<file path="src/rtl/uart_rx_pkg.sv">
package uart_rx_pkg;

  typedef enum logic [2:0] {
    ID_NONE  = 3'd0,
    ID_RDA   = 3'd2,
    ID_LSTAT = 3'd3,
    ID_TMO   = 3'd6
  } irq_id_e;

  typedef struct packed {
    logic       brk;
    logic       frm;
    logic       par;
    logic [7:0] data;
  } rx_entry_t;

  localparam int ENTRY_W = $bits(rx_entry_t);

  function automatic int unsigned trig_level(input logic [1:0] code);
    case (code)
      2'd0:    return 1;
      2'd1:    return 4;
      2'd2:    return 8;
      default: return 14;
    endcase
  endfunction

endpackage

</file>
<file path="src/rtl/rx_fifo.sv">
module rx_fifo #(
  parameter int WIDTH = 11,
  parameter int DEPTH = 16,
  localparam int AW = $clog2(DEPTH),
  localparam int CW = AW + 1
) (
  input  logic             clk,
  input  logic             rst,
  input  logic             clr,
  input  logic             single,
  input  logic             push,
  input  logic [WIDTH-1:0] wdata,
  input  logic             pop,
  output logic [WIDTH-1:0] head,
  output logic [CW-1:0]    level,
  output logic             empty,
  output logic             overflow
);

  logic [WIDTH-1:0] mem [DEPTH];
  logic [AW-1:0]    wr_ptr, rd_ptr, wr_addr;
  logic [CW-1:0]    cnt;
  logic             full, do_pop, accept, overwrite;

  always_comb begin
    full      = single ? (cnt != '0) : (cnt == CW'(DEPTH));
    do_pop    = pop && (cnt != '0);
    accept    = push && (!full || do_pop);
    overwrite = push && single && full && !do_pop;
    overflow  = push && full && !do_pop;
    wr_addr   = overwrite ? rd_ptr : wr_ptr;
  end

  // storage without reset so it maps onto RAM
  always_ff @(posedge clk) begin
    if ((accept || overwrite) && !clr)
      mem[wr_addr] <= wdata;
  end

  always_ff @(posedge clk) begin
    if (rst || clr) begin
      wr_ptr <= '0;
      rd_ptr <= '0;
      cnt    <= '0;
    end else begin
      if (accept) wr_ptr <= wr_ptr + AW'(1);
      if (do_pop) rd_ptr <= rd_ptr + AW'(1);
      cnt <= cnt + CW'(accept) - CW'(do_pop);
    end
  end

  assign head  = mem[rd_ptr];
  assign level = cnt;
  assign empty = (cnt == '0);

  p_level_bound_r8: assert property (@(posedge clk) disable iff (rst)
    cnt <= CW'(DEPTH));

  p_full_drop_r8: assert property (@(posedge clk) disable iff (rst)
    (push && !single && (cnt == CW'(DEPTH)) && !pop && !clr) |=> (cnt == $past(cnt)));

  p_single_depth_r9: assert property (@(posedge clk) disable iff (rst)
    single |-> (cnt <= CW'(1)));

  p_clear_r5: assert property (@(posedge clk) disable iff (rst)
    clr |=> (cnt == '0));

endmodule

</file>
<file path="src/rtl/rx_irq_ident.sv">
module rx_irq_ident
  import uart_rx_pkg::*;
(
  input  logic       fifo_mode,
  input  logic       en_rx,
  input  logic       en_ls,
  input  logic       ls_act,
  input  logic       rda_act,
  input  logic       tmo_act,
  output logic [7:0] ident
);

  irq_id_e id;

  always_comb begin
    if (en_ls && ls_act)       id = ID_LSTAT;
    else if (en_rx && rda_act) id = ID_RDA;
    else if (en_rx && tmo_act) id = ID_TMO;
    else                       id = ID_NONE;
    ident = {fifo_mode, fifo_mode, 2'b00, id, (id == ID_NONE)};
  end

endmodule

</file>
<file path="src/rtl/uart_rx_irq.sv">
module uart_rx_irq
  import uart_rx_pkg::*;
#(
  parameter int DEPTH = 16,
  localparam int CW = $clog2(DEPTH) + 1
) (
  input  logic       clk,
  input  logic       rst,
  input  logic       rx_valid,
  input  logic [7:0] rx_char,
  input  logic       rx_par_err,
  input  logic       rx_frm_err,
  input  logic       rx_brk,
  input  logic       rx_timeout,
  input  logic       reg_wr,
  input  logic       reg_rd,
  input  logic [1:0] reg_addr,
  input  logic [7:0] reg_wdata,
  output logic [7:0] reg_rdata,
  output logic       irq_o
);

  logic               fifo_en, oe, tmo_flag;
  logic [1:0]         trig, ier;
  logic [ENTRY_W-1:0] wentry, head_bits;
  rx_entry_t          head;
  logic [CW-1:0]      level, thresh;
  logic               empty, overflow;
  logic               wr_ier, wr_fcr, rd_data, rd_lsr, fifo_clr;
  logic               head_err, ls_act, rda_act;
  logic [7:0]         lsr, ident;
  logic               unused_wbits;

  assign unused_wbits = ^reg_wdata[5:2];

  always_comb begin
    wr_ier   = reg_wr && (reg_addr == 2'd1);
    wr_fcr   = reg_wr && (reg_addr == 2'd2);
    rd_data  = reg_rd && (reg_addr == 2'd0);
    rd_lsr   = reg_rd && (reg_addr == 2'd3);
    fifo_clr = wr_fcr && (!reg_wdata[0] || reg_wdata[1] || !fifo_en);
    wentry   = {rx_brk, rx_frm_err, rx_par_err, rx_char};
    head     = rx_entry_t'(head_bits);
    thresh   = fifo_en ? CW'(trig_level(trig)) : CW'(1);
    rda_act  = (level >= thresh);
    head_err = !empty && (head.par || head.frm || head.brk);
    ls_act   = oe || head_err;
    lsr      = {3'b000, !empty && head.brk, !empty && head.frm,
                !empty && head.par, oe, !empty};
  end

  rx_fifo #(.WIDTH(ENTRY_W), .DEPTH(DEPTH)) i_fifo (
    .clk      (clk),
    .rst      (rst),
    .clr      (fifo_clr),
    .single   (!fifo_en),
    .push     (rx_valid),
    .wdata    (wentry),
    .pop      (rd_data),
    .head     (head_bits),
    .level    (level),
    .empty    (empty),
    .overflow (overflow)
  );

  rx_irq_ident i_ident (
    .fifo_mode (fifo_en),
    .en_rx     (ier[0]),
    .en_ls     (ier[1]),
    .ls_act    (ls_act),
    .rda_act   (rda_act),
    .tmo_act   (tmo_flag),
    .ident     (ident)
  );

  always_ff @(posedge clk) begin
    if (rst) begin
      fifo_en   <= 1'b0;
      trig      <= 2'd0;
      ier       <= 2'd0;
      oe        <= 1'b0;
      tmo_flag  <= 1'b0;
      irq_o     <= 1'b0;
      reg_rdata <= 8'h00;
    end else begin
      if (wr_fcr) begin
        fifo_en <= reg_wdata[0];
        if (reg_wdata[0]) trig <= reg_wdata[7:6];
      end
      if (wr_ier) ier <= reg_wdata[1:0];

      if (overflow) oe <= 1'b1;
      else if (rd_lsr) oe <= 1'b0;

      if (fifo_clr || rd_data || empty) tmo_flag <= 1'b0;
      else if (rx_timeout && fifo_en) tmo_flag <= 1'b1;

      irq_o <= !ident[0];

      if (reg_rd) begin
        case (reg_addr)
          2'd0:    reg_rdata <= empty ? 8'h00 : head.data;
          2'd1:    reg_rdata <= {6'b0, ier};
          2'd2:    reg_rdata <= ident;
          default: reg_rdata <= lsr;
        endcase
      end
    end
  end

  p_oe_clear_r10: assert property (@(posedge clk) disable iff (rst)
    (rd_lsr && !overflow) |=> !oe);

  p_tmo_has_data_r12: assert property (@(posedge clk) disable iff (rst)
    tmo_flag |-> !empty);

  p_ls_wins_r11: assert property (@(posedge clk) disable iff (rst)
    (ier[1] && oe) |-> (ident[3:1] == 3'd3));

endmodule

</file>
<file path="config.mk">
export PLATFORM = sky130hd
export DESIGN_NAME = uart_rx_irq
export DESIGN_NICKNAME = d
export VERILOG_FILES = /design/src/rtl/uart_rx_pkg.sv /design/src/rtl/rx_fifo.sv /design/src/rtl/rx_irq_ident.sv /design/src/rtl/uart_rx_irq.sv
export SDC_FILE = /design/constraint.sdc
export NUM_CORES = 1
export LEC_CHECK = 0
export ABC_CLOCK_PERIOD_IN_PS = 3500
export BUFFER_PORTS_ARGS = -buffer_cell sky130_fd_sc_hd__buf_2
export CAP_MARGIN = 5
export CELL_PAD_IN_SITES_DETAIL_PLACEMENT = 1
export CELL_PAD_IN_SITES_GLOBAL_PLACEMENT = 1
export CORE_AREA = 5 5 163 165
export CTS_CLUSTER_SIZE = 10
export DETAILED_ROUTE_END_ITERATION = 7
export DIE_AREA = 0 0 168 170
export PLACE_DENSITY = 0.53
export SLEW_MARGIN = 30
export SYNTH_ARGS = -nofsm -noshare
export SYNTH_HDL_FRONTEND = slang
export SYNTH_SLANG_ARGS = --single-unit
</file>
<file path="constraint.sdc">
create_clock -name clk -period 3.5 [get_ports clk]
set_input_delay 0.175 -clock clk [delete_from_list [all_inputs] [get_ports clk]]
set_output_delay 0.175 -clock clk [all_outputs]
set_load 0.1 [all_outputs]
</file>
==> metrics.yaml, run 1 <==
run_status: "complete, no violations"
rows: 58
cts.repair.resized: 0
grt_pass1_vias: 5222
critPathMaxStageDelay_ps: 670
cts_tree: "done"
holdPathEnd: "i_fifo.mem[7][5]"
ff2ff_path_depth: 15
ys_ff_latch: 209
first_pass_iters: 4
end_kind: "flop"
fmax_mhz: 311
cp_data_arrival_time_ps: 3630
wl_per_cell_um: 22.3
cts_root_buf: "clkbuf_16"
path_class: "flop to flop"
syn_to_final_growth_pct: 18.3
finalHoldViolCount: 0
worst_slew_pin_slew_ps: 765
rsz0062_at_grt: "false"
clk_pin_slew_ps: 50
hpwl_um: 13800
grt_first_pass_wirelength_um: 32100
drcViolationCount: 0
post_cts.repair.setup_buffers: 0
routed_wl_um: 20600
mappedNetlistArea_um2: 8540
startpoint_type: "flop"
cp_data_required_time_ps: 3920
cp_common_cell: "inv_1"
dpl_cell_area_um2: 9310
crit_path_top_delay_cell: "or4b_2"
cp_max_fo: 5
clk_latency_ps: 520
drt.antenna.violating_nets: 0
holdBufCountCts: 8
gp_routability_congestion: 0.772
fin_crit_sh_pct: 91.7
drt_iter0_drc: 236
min_delay_path_depth: 1
synth_top_cell_area_share_pct: 61.9
crit_path_cell_trace: "inv_1, ha_1, or4b_2, nand2_1, nor2_1, ha_1, inv_1, ha_1, inv_1, fa_1, inv_1, a21oi_1, nor2_1, or3_1, a21oi_1"
drv_slew: 0
synth-seq-area-share_pct: 69.6
yosysTopAreaCell: "edfxtp_1"
skew_ps: 21.3
relSlewSlack_pct: 48.8
synth.distinct_cells: 54
dieArea_um2: 28600
stdcell_area_um2: 10100
antenna_found_initial: 1
r2r-start: "i_fifo.level[2]"
tns_ps: 0
fp.dieW_um: 168
synth_edf_count: 176
avgSynthCellArea_um2: 17.3
htree_levels: 1
diodes: 0
setup_viol: 0
r2r_end: "i_fifo.level[4]"
maxCapViolCount: 0
period_minus_slack_ps: 3210
synthesis.nets: 534
synth_ff_type: "edfxtp_1"
start_util_pct: 34.3
finalNetCount: 614
drive_above_1_share_pct: 24.5
port_buffers: 31
grt_use_total_pct: 14.7
yosysWarnings: 0
vias_per_cell: 5.10
cts_buffers: 25
vias: 4711
cts.sinks: 209
synthTopCellsByArea: "edfxtp_1, mux4_2, dfxtp_1"
syn_inst: 494
p_leak_nw: 3.29
grt-ovfl-total: 0
clk_path_buf_depth: 3
hp-start: "rx_char[5]"
synthArstFlopShare_pct: 0
ios: 36
die_height_um: 170
ff2ff_setup_slack_ps: 290
grt_max_degree: 22
core_um2: 24900
hp-class: "primary input to flop"
powerDensity_nw_per_um2: 615
ir_drop_v: 0.000388
==> kinds of logic after synthesis <==
logic type | count (synthesis) | synth area share (%)
AO/OA/AOI/OAI | 53 | 4.35
XOR/XNOR | 9 | 0.923
adder cells (fa/ha/maj) | 13 | 1.99
buffers and inverters | 34 | 2.02
flip-flops | 209 | 69.6
multiplexers | 57 | 14.3
AND/OR/NAND/NOR | 119 | 6.83
==> metal layers <==
metal,track usage (%),vias up,part of all wire [%]
met2,24.5,77,48
met4,3.46,2,2.0
met1,20.4,2469,45
li1,-,2130,-
met3,2.35,33,4.1
met5,0,-,0.063
==> sequential cells by signal, summed over array words and instances (netlist names), named ones only <==
name,cells
i_fifo.level,5
tmo_flag,1
irq_o,1
i_fifo.wr_ptr,4
oe,1
reg_rdata,8
i_fifo.mem,176
fifo_en,1
i_fifo.rd_ptr,4
trig,2
ier,2
==> Yosys cell counts (all sizes together), types with 5 or more instances <==
cell type  count
dfxtp         33
mux4          50
a21oi         15
nor2b         10
nor3b          5
o21ai          8
edfxtp       176
clkbuf         7
nand3         13
nor2          47
ha            12
inv           14
nand2         23
mux2i          6
xnor2          5
a22oi          8
buf           12
==> cell usage in the layout (no fill, tap or decap), types with 2 or more instances in the layout <==
| cell | count |
|---|---|
| edfxtp_1 | 176 |
| nor2_1 | 47 |
| mux4_2 | 44 |
| dfxtp_1 | 32 |
| buf_2 | 31 |
| buf_4 | 28 |
| clkbuf_16 | 25 |
| nand2_1 | 22 |
| clkbuf_1 | 17 |
| a21oi_1 | 15 |
| inv_1 | 14 |
| nand3_1 | 12 |
| ha_1 | 12 |
| nor2b_1 | 10 |
| dlygate4sd3_1 | 8 |
| a22oi_1 | 7 |
| mux2i_1 | 6 |
| mux4_1 | 6 |
| o21ai_0 | 5 |
| nor3b_1 | 5 |
| xnor2_1 | 5 |
| buf_12 | 5 |
| a31oi_1 | 4 |
| nor3_1 | 4 |
| xor2_1 | 4 |
| nand4_1 | 4 |
| clkinv_1 | 3 |
| o21ai_1 | 3 |
| or3_1 | 3 |
| or4_1 | 3 |
| o211ai_1 | 2 |
| a21boi_1 | 2 |
| nand2b_1 | 2 |
| a211oi_1 | 2 |
==> through the flow <==
step | utilization (%) | worst slack [ps] | total power [mW] | hold slack, ps | cells
floorplan | - | 621 | 3.65 | 274 | 494
global placement | 37.4 | 389 | 3.96 | 410 | 869
detailed placement | 37.4 | 276 | 4.00 | 426 | 869
CTS | 40.6 | 247 | 6.32 | 11.6 | 923
global route | 40.6 | 53.8 | 6.52 | 32.1 | 923
finish | 40.6 | 289 | 6.21 | 31.7 | 923
==> worst max-delay path by stage <==
stage / slack, ps / startpoint / endpoint
after floorplan: 620 / i_fifo.level[3] / i_fifo.level[4]
after global placement: 390 / i_fifo.level[3] / i_fifo.level[4]
after detailed placement: 280 / i_fifo.level[2] / i_fifo.level[4]
after CTS: 250 / i_fifo.level[2] / i_fifo.level[4]
after global routing: 50 / i_fifo.level[2] / i_fifo.level[4]
final: 290 / i_fifo.level[2] / i_fifo.level[4]
==> report_power, final <==
group | switching (mW) | leakage, nW | internal (mW)
clock | 0.949 | 0.340 | 1.33
sequential | 0.0844 | 1.86 | 2.83
combinational | 0.594 | 1.10 | 0.421
==> critical path: cells and delay by family (launching register included) <==
family | cells | cell delay [ps]
AOI/OAI and AO/OA | 2 | 270
adders and majority gates | 4 | 860
buffers and inverters | 4 | 260
DFF | 1 | 330
and+or+nand+nor | 5 | 1390
==> area by class of cell <==
type                            count  area (um2)
Clock buffer                       42         689
Fill cell                        2481       14800
Timing Repair Buffer               72         546
Clock inverter                      4        21.3
Inverter                           15        56.3
Tap cell                          330         413
Sequential cell                   209        5950
Multi-Input combinational cell    251        2430
No activity file was read; power rests on OpenSTA's default activity.
==> run 2: changes to the inputs <==
--- a/config.mk
+++ b/config.mk
@@ -14,6 +14,7 @@
 export CTS_CLUSTER_SIZE = 10
 export DETAILED_ROUTE_END_ITERATION = 7
 export DIE_AREA = 0 0 168 170
+export HOLD_SLACK_MARGIN = 0.12
 export PLACE_DENSITY = 0.53
 export SLEW_MARGIN = 30
 export SYNTH_ARGS = -nofsm -noshare
==> metrics.yaml, run 2 (synthesis results as in run 1) <==
run_status: "complete, no violations"
cts_tree: "done"
hpwl_um: 13800  # unchanged
core_um2: 24900  # unchanged
min_delay_path_depth: 2  # +1
drt_iter0_drc: 256  # +8.5%
start_util_pct: 34.3  # unchanged
cts.sinks: 209  # unchanged
final_cells: 946  # +2.5%
drv_slew: 0  # unchanged
post_cts.repair.setup_buffers: 0  # unchanged
p_sw_share_pct: 26.2  # -0.033 points
drive_above_1_share_pct: 23.5  # -0.91 points
largest_register: "i_fifo.mem"
r2r_end: "i_fifo.level[4]"
worst_slew_pin_slew_ps: 778  # +13.2 ps
gp_routability_congestion: 0.772  # unchanged
grt-ovfl-total: 0  # unchanged
dp_slack_ps: 276  # unchanged
dieArea_um2: 28600  # unchanged
fp.dieW_um: 168  # unchanged
htree_levels: 1  # unchanged
end_kind: "flop"
drcViolationCount: 0  # unchanged
antenna_found_initial: 0  # -1
fin_ws_ps: 296  # +6.80 ps
largest_reg_flops: 176  # unchanged
powerDensity_nw_per_um2: 603  # -1.9%
drt.antenna.violating_nets: 0  # unchanged
cts_root_buf: "clkbuf_16"
clk_path_buf_depth: 3  # unchanged
clk_pin_slew_ps: 60  # about the same
place_inst: 869  # unchanged
final_common_cell: "edfxtp_1"
clk_latency_ps: 510  # about the same
grt_first_pass_wirelength_um: 32600  # +1.4%
ff2ff_setup_slack_ps: 300  # about the same
p_comb_share_pct: 16.6  # +0.3 points
cts_buffers: 25  # unchanged
r2r-start: "i_fifo.level[2]"
setup_viol: 0  # unchanged
p_leak_nw: 3.41  # +3.4%
hp-start: "reg_rdata[7]"
grt_max_degree: 22  # unchanged
p_switching_mw: 1.63  # +0.22%
hp-class: "flop to flop"
syn_to_final_growth_pct: 21.0
ir_drop_v: 0.000390  # +0.50%
fmax_mhz: 312  # +0.21%
maxCapViolCount: 0  # unchanged
period_minus_slack_ps: 3200  # -6.80 ps
port_buffers: 31  # unchanged
path_class: "flop to flop"
cp_data_required_time_ps: 3930  # about the same
first_pass_iters: 4  # unchanged
holdPathEnd: "reg_rdata[7]"
vias: 4822  # +2.4%
skew_ps: 18.5  # -2.80 ps
rows: 58  # unchanged
grt_use_total_pct: 14.9  # +0.20 points
finalNetCount: 637  # +3.7%
ff2ff_path_depth: 15  # unchanged
cp_max_fo: 5  # unchanged
fin_util_pct: 41.5  # +0.92 points
p_int_mw: 4.60  # +0.39%
finalHoldViolCount: 0  # unchanged
grt_pass1_vias: 5317  # +1.8%
routed_wl_um: 20900  # +1.4%
seqPwrFrac_pct: 46.8  # -0.2 points
fin_crit_sh_pct: 91.5  # -0.19 points
diodes: 0  # unchanged
tns_ps: 0  # unchanged
startpoint_type: "flop"
wl_per_cell_um: 22.1  # -1.1%
vias_per_cell: 5.10  # -0.13%
relSlewSlack_pct: 47.9  # -0.88 points
rsz0062_at_grt: "false"
die_height_um: 170  # unchanged
ios: 36  # unchanged
cp_data_arrival_time_ps: 3630  # about the same
clkPwrFrac_pct: 36.6  # about the same
final_cell_mix: "edfxtp_1, nor2_1, mux4_2"
## run 2: what timing repair did
action / 4_1_cts / 5_1_grt
hold buffers: 31 / 0
gates resized for setup: 0 / 0
hold endpoints to repair: 191 / 0
## run 2: cell type report
cell class                 instances  area (um2)
clock buffer                      42         689
fill                            2470       14600
clock inverter                     4        21.3
multi-input combinational        251        2430
inverter                          15        56.3
tap                              330         413
timing repair buffer              95         776
sequential                       209        5950
## run 2: layer usage
metal	global-route usage, %	wire, um	vias up	part of all wire (%)
li1	-	-	2179	-
met1	20.6	9380	2519	45
met2	25.2	10100	90	49
met3	2.11	900	34	4.3
met4	3.35	450	0	2.2
met5	0	0	-	0
## run 2: worst max-delay path by stage
stage | start | to | slack [ps] | cells past startpoint
final | i_fifo.level[2] | i_fifo.level[4] | 300 | 15
after floorplan | i_fifo.level[3] | i_fifo.level[4] | 620 | 15
after global placement | i_fifo.level[3] | i_fifo.level[4] | 390 | 15
after global routing | i_fifo.level[2] | i_fifo.level[4] | 50 | 15
after CTS | i_fifo.level[2] | i_fifo.level[4] | 250 | 15
after detailed placement | i_fifo.level[2] | i_fifo.level[4] | 280 | 15
## run 2: critical path, stage by stage, from the launching register on
cell and delay, ps:
dfxtp_1 330, inv_1 90, ha_1 190, or4b_2 670
nand2_1 210, nor2_1 100, ha_1 280, inv_1 40
ha_1 180, inv_1 80, fa_1 210, inv_1 50
a21oi_1 120, nor2_1 70, or3_1 340, a21oi_1 150
## run 2: power groups by stage
stage / Combinational (mW) / Clock (mW) / Sequential [mW]
finish: 1.04 / 2.28 / 2.92
global route: 1.14 / 2.47 / 2.93
CTS: 1.06 / 2.36 / 2.92
detailed placement: 1.03 / 0 / 2.97
global placement: 0.991 / 0 / 2.96
floorplan: 0.636 / 0 / 3.01
## run 2: metrics by stage
step	total power, mW	hold slack [ps]	area [um2]
after floorplan	3.65	274	8540
after global placement	3.96	410	9310
after detailed placement	4.00	426	9310
after CTS	6.34	517	10300
after global routing	6.55	573	10300
final	6.23	503	10300
==> run 3: changes to the inputs <==
--- a/config.mk
+++ b/config.mk
@@ -10,12 +10,12 @@
 export CAP_MARGIN = 5
 export CELL_PAD_IN_SITES_DETAIL_PLACEMENT = 1
 export CELL_PAD_IN_SITES_GLOBAL_PLACEMENT = 1
-export CORE_AREA = 5 5 163 165
-export CTS_CLUSTER_SIZE = 10
+export CORE_AREA = 5 5 208 130
 export DETAILED_ROUTE_END_ITERATION = 7
-export DIE_AREA = 0 0 168 170
+export DIE_AREA = 0 0 213 135
 export HOLD_SLACK_MARGIN = 0.12
-export PLACE_DENSITY = 0.53
+export PLACE_DENSITY = 0.54
+export RECOVER_POWER = 100
 export SLEW_MARGIN = 30
 export SYNTH_ARGS = -nofsm -noshare
 export SYNTH_HDL_FRONTEND = slang
==> metrics.yaml, run 3 (synthesis results as in run 1) <==
vias_per_cell: 5.20  # +1.9%
skew_ps: 5.79  # -12.7 ps
cts_root_buf: "clkbuf_16"
stdcell_area_um2: 10100  # -1.9%
largest_register: "i_fifo.mem"
port_buffers: 31  # unchanged
grt_first_pass_wirelength_um: 32600  # about the same
p_sw_share_pct: 26.7  # +0.51 points
period_minus_slack_ps: 3340  # +134 ps
vias: 4864  # +0.87%
drive_above_1_share_pct: 20.6  # -2.9 points
clkPwrFrac_pct: 35.4  # -1.2 points
drcViolationCount: 0  # unchanged
regArea_um2: 5950  # about the same
hp-class: "flop to flop"
die_height_um: 135  # -21%
powerDensity_nw_per_um2: 605  # +0.19%
startpoint_type: "flop"
relSlewSlack_pct: 21.2  # -27 points
drv_slew: 0  # unchanged
cp_data_required_time_ps: 3630  # -300 ps
final_common_cell: "edfxtp_1"
gp_routability_congestion: 0.757  # -1.9%
cp_data_arrival_time_ps: 3470  # -160 ps
ios: 36  # unchanged
final_cells: 936  # -1.1%
end_kind: "flop"
syn_to_final_growth_pct: 18.7
largest_reg_flops: 176  # unchanged
final_cell_mix: "edfxtp_1, nor2_1, mux4_2"
cts.repair.resized: 0  # unchanged
finalNetCount: 633  # -0.63%
htree_levels: 1  # unchanged
clk_pin_slew_ps: 60  # about the same
seqPwrFrac_pct: 47.7  # +0.9 points
routed_wl_um: 22100  # +6.0%
clk_path_buf_depth: 3  # unchanged
grt_max_degree: 20  # -9.1%
ir_drop_v: 0.000281  # -28%
clk_latency_ps: 490  # -20 ps
antenna_found_initial: 1  # +1
holdBufCountCts: 30  # -3.2%
post_cts.repair.setup_buffers: 0  # unchanged
fp.dieW_um: 213  # +27%
nFillCells: 2458  # -0.49%
cp_max_fo: 11  # +6
core_um2: 24800  # -0.25%
tns_ps: 0  # unchanged
p_int_mw: 4.49  # -2.4%
dieArea_um2: 28800  # +0.68%
maxCapViolCount: 0  # unchanged
start_util_pct: 34.4  # +0.085 points
fmax_mhz: 300  # -4.0%
rsz0062_at_grt: "false"
worst_slew_pin_slew_ps: 1190  # +409 ps
grt_pass1_vias: 5077  # -4.5%
hpwl_um: 14500  # +5.3%
multi_input_area_um2: 2420  # -0.46%
grt_use_total_pct: 15.4  # +0.51 points
cts_tree: "done"
dpl_cell_area_um2: 9270  # -0.47%
setup_viol: 0  # unchanged
run_status: "complete, no violations"
diodes: 0  # unchanged
cts.sinks: 209  # unchanged
finalHoldViolCount: 0  # unchanged
path_class: "flop to flop"
rows: 45  # -22%
p_leak_nw: 3.28  # -3.7%
grt-ovfl-total: 0  # unchanged
drt_iter0_drc: 435  # +70%
drt.antenna.violating_nets: 0  # unchanged
whs_ps: 518  # +14.8 ps
p_switching_mw: 1.63  # +0.24%
place_inst: 869  # unchanged
first_pass_iters: 7  # +3
wl_per_cell_um: 23.6  # +7.2%
fin_crit_sh_pct: 95.4  # +3.8 points
p_comb_share_pct: 17.0  # +0.4 points
cts_buffers: 21  # -16%
[run 3: changes by cell type in the layout (fill, tap and decap cells not counted), moves of 3 or more]
cell,previous run,this run
clkbuf_16,25,21
buf_2,31,10
buf_12,5,1
buf_4,28,13
clkbuf_4,0,3
clkbuf_8,0,3
clkinv_2,1,5
clkbuf_2,0,13
clkbuf_1,17,28
[run 3: power by group through the flow]
stage	clock network, mW	registers, mW	logic [mW]
floorplan	0	3.01	0.636
global placement	0	2.97	1.01
detailed placement	0	2.98	1.04
CTS	2.23	2.92	1.08
global route	2.33	2.94	1.13
finish	2.17	2.92	1.04
[run 3: through the flow]
step / power [mW] / setup WS [ps] / util (%)
floorplan: 3.65 / 621 / -
global placement: 3.99 / 349 / 37.3
detailed placement: 4.02 / 287 / 37.3
CTS: 6.23 / 263 / 41.2
global route: 6.40 / 54.3 / 40.8
finish: 6.13 / 162 / 40.8
[run 3: final cells by class]
cell class,count,share of cell area (%)
clock inverter,10,0.777
inverter,15,0.555
multi-input combinational,251,23.9
tap,329,4.06
clock buffer,27,5.70
sequential,209,58.6
timing repair buffer,95,6.41
[run 3: critical path: stages (launching register included)]
cell      delay [ps]
dfxtp_1          360
inv_1             90
ha_1             190
or3b_2           450
a221oi_1         360
clkbuf_1         380
nor4_1           100
o21ai_0          530
nor2_1           110
clkbuf_2         390
[run 3: per-layer routing]
layer	share of wire, %	vias up	track usage (%)
li1	-	2168	-
met1	49	2562	23.7
met2	44	104	23.3
met3	5.1	28	2.46
met4	1.6	2	2.98
met5	0.059	-	0
[run 3: final timing paths]
path                                      start                to  slack, ps  depth (start not counted)
worst max-delay path            i_fifo.level[3]  i_fifo.mem[4][9]        160                          9
worst min-delay path               reg_rdata[7]      reg_rdata[7]        520                          2
worst max register to register  i_fifo.level[3]  i_fifo.mem[4][9]        160                          9
worst min register to register     reg_rdata[7]      reg_rdata[7]        520                          2
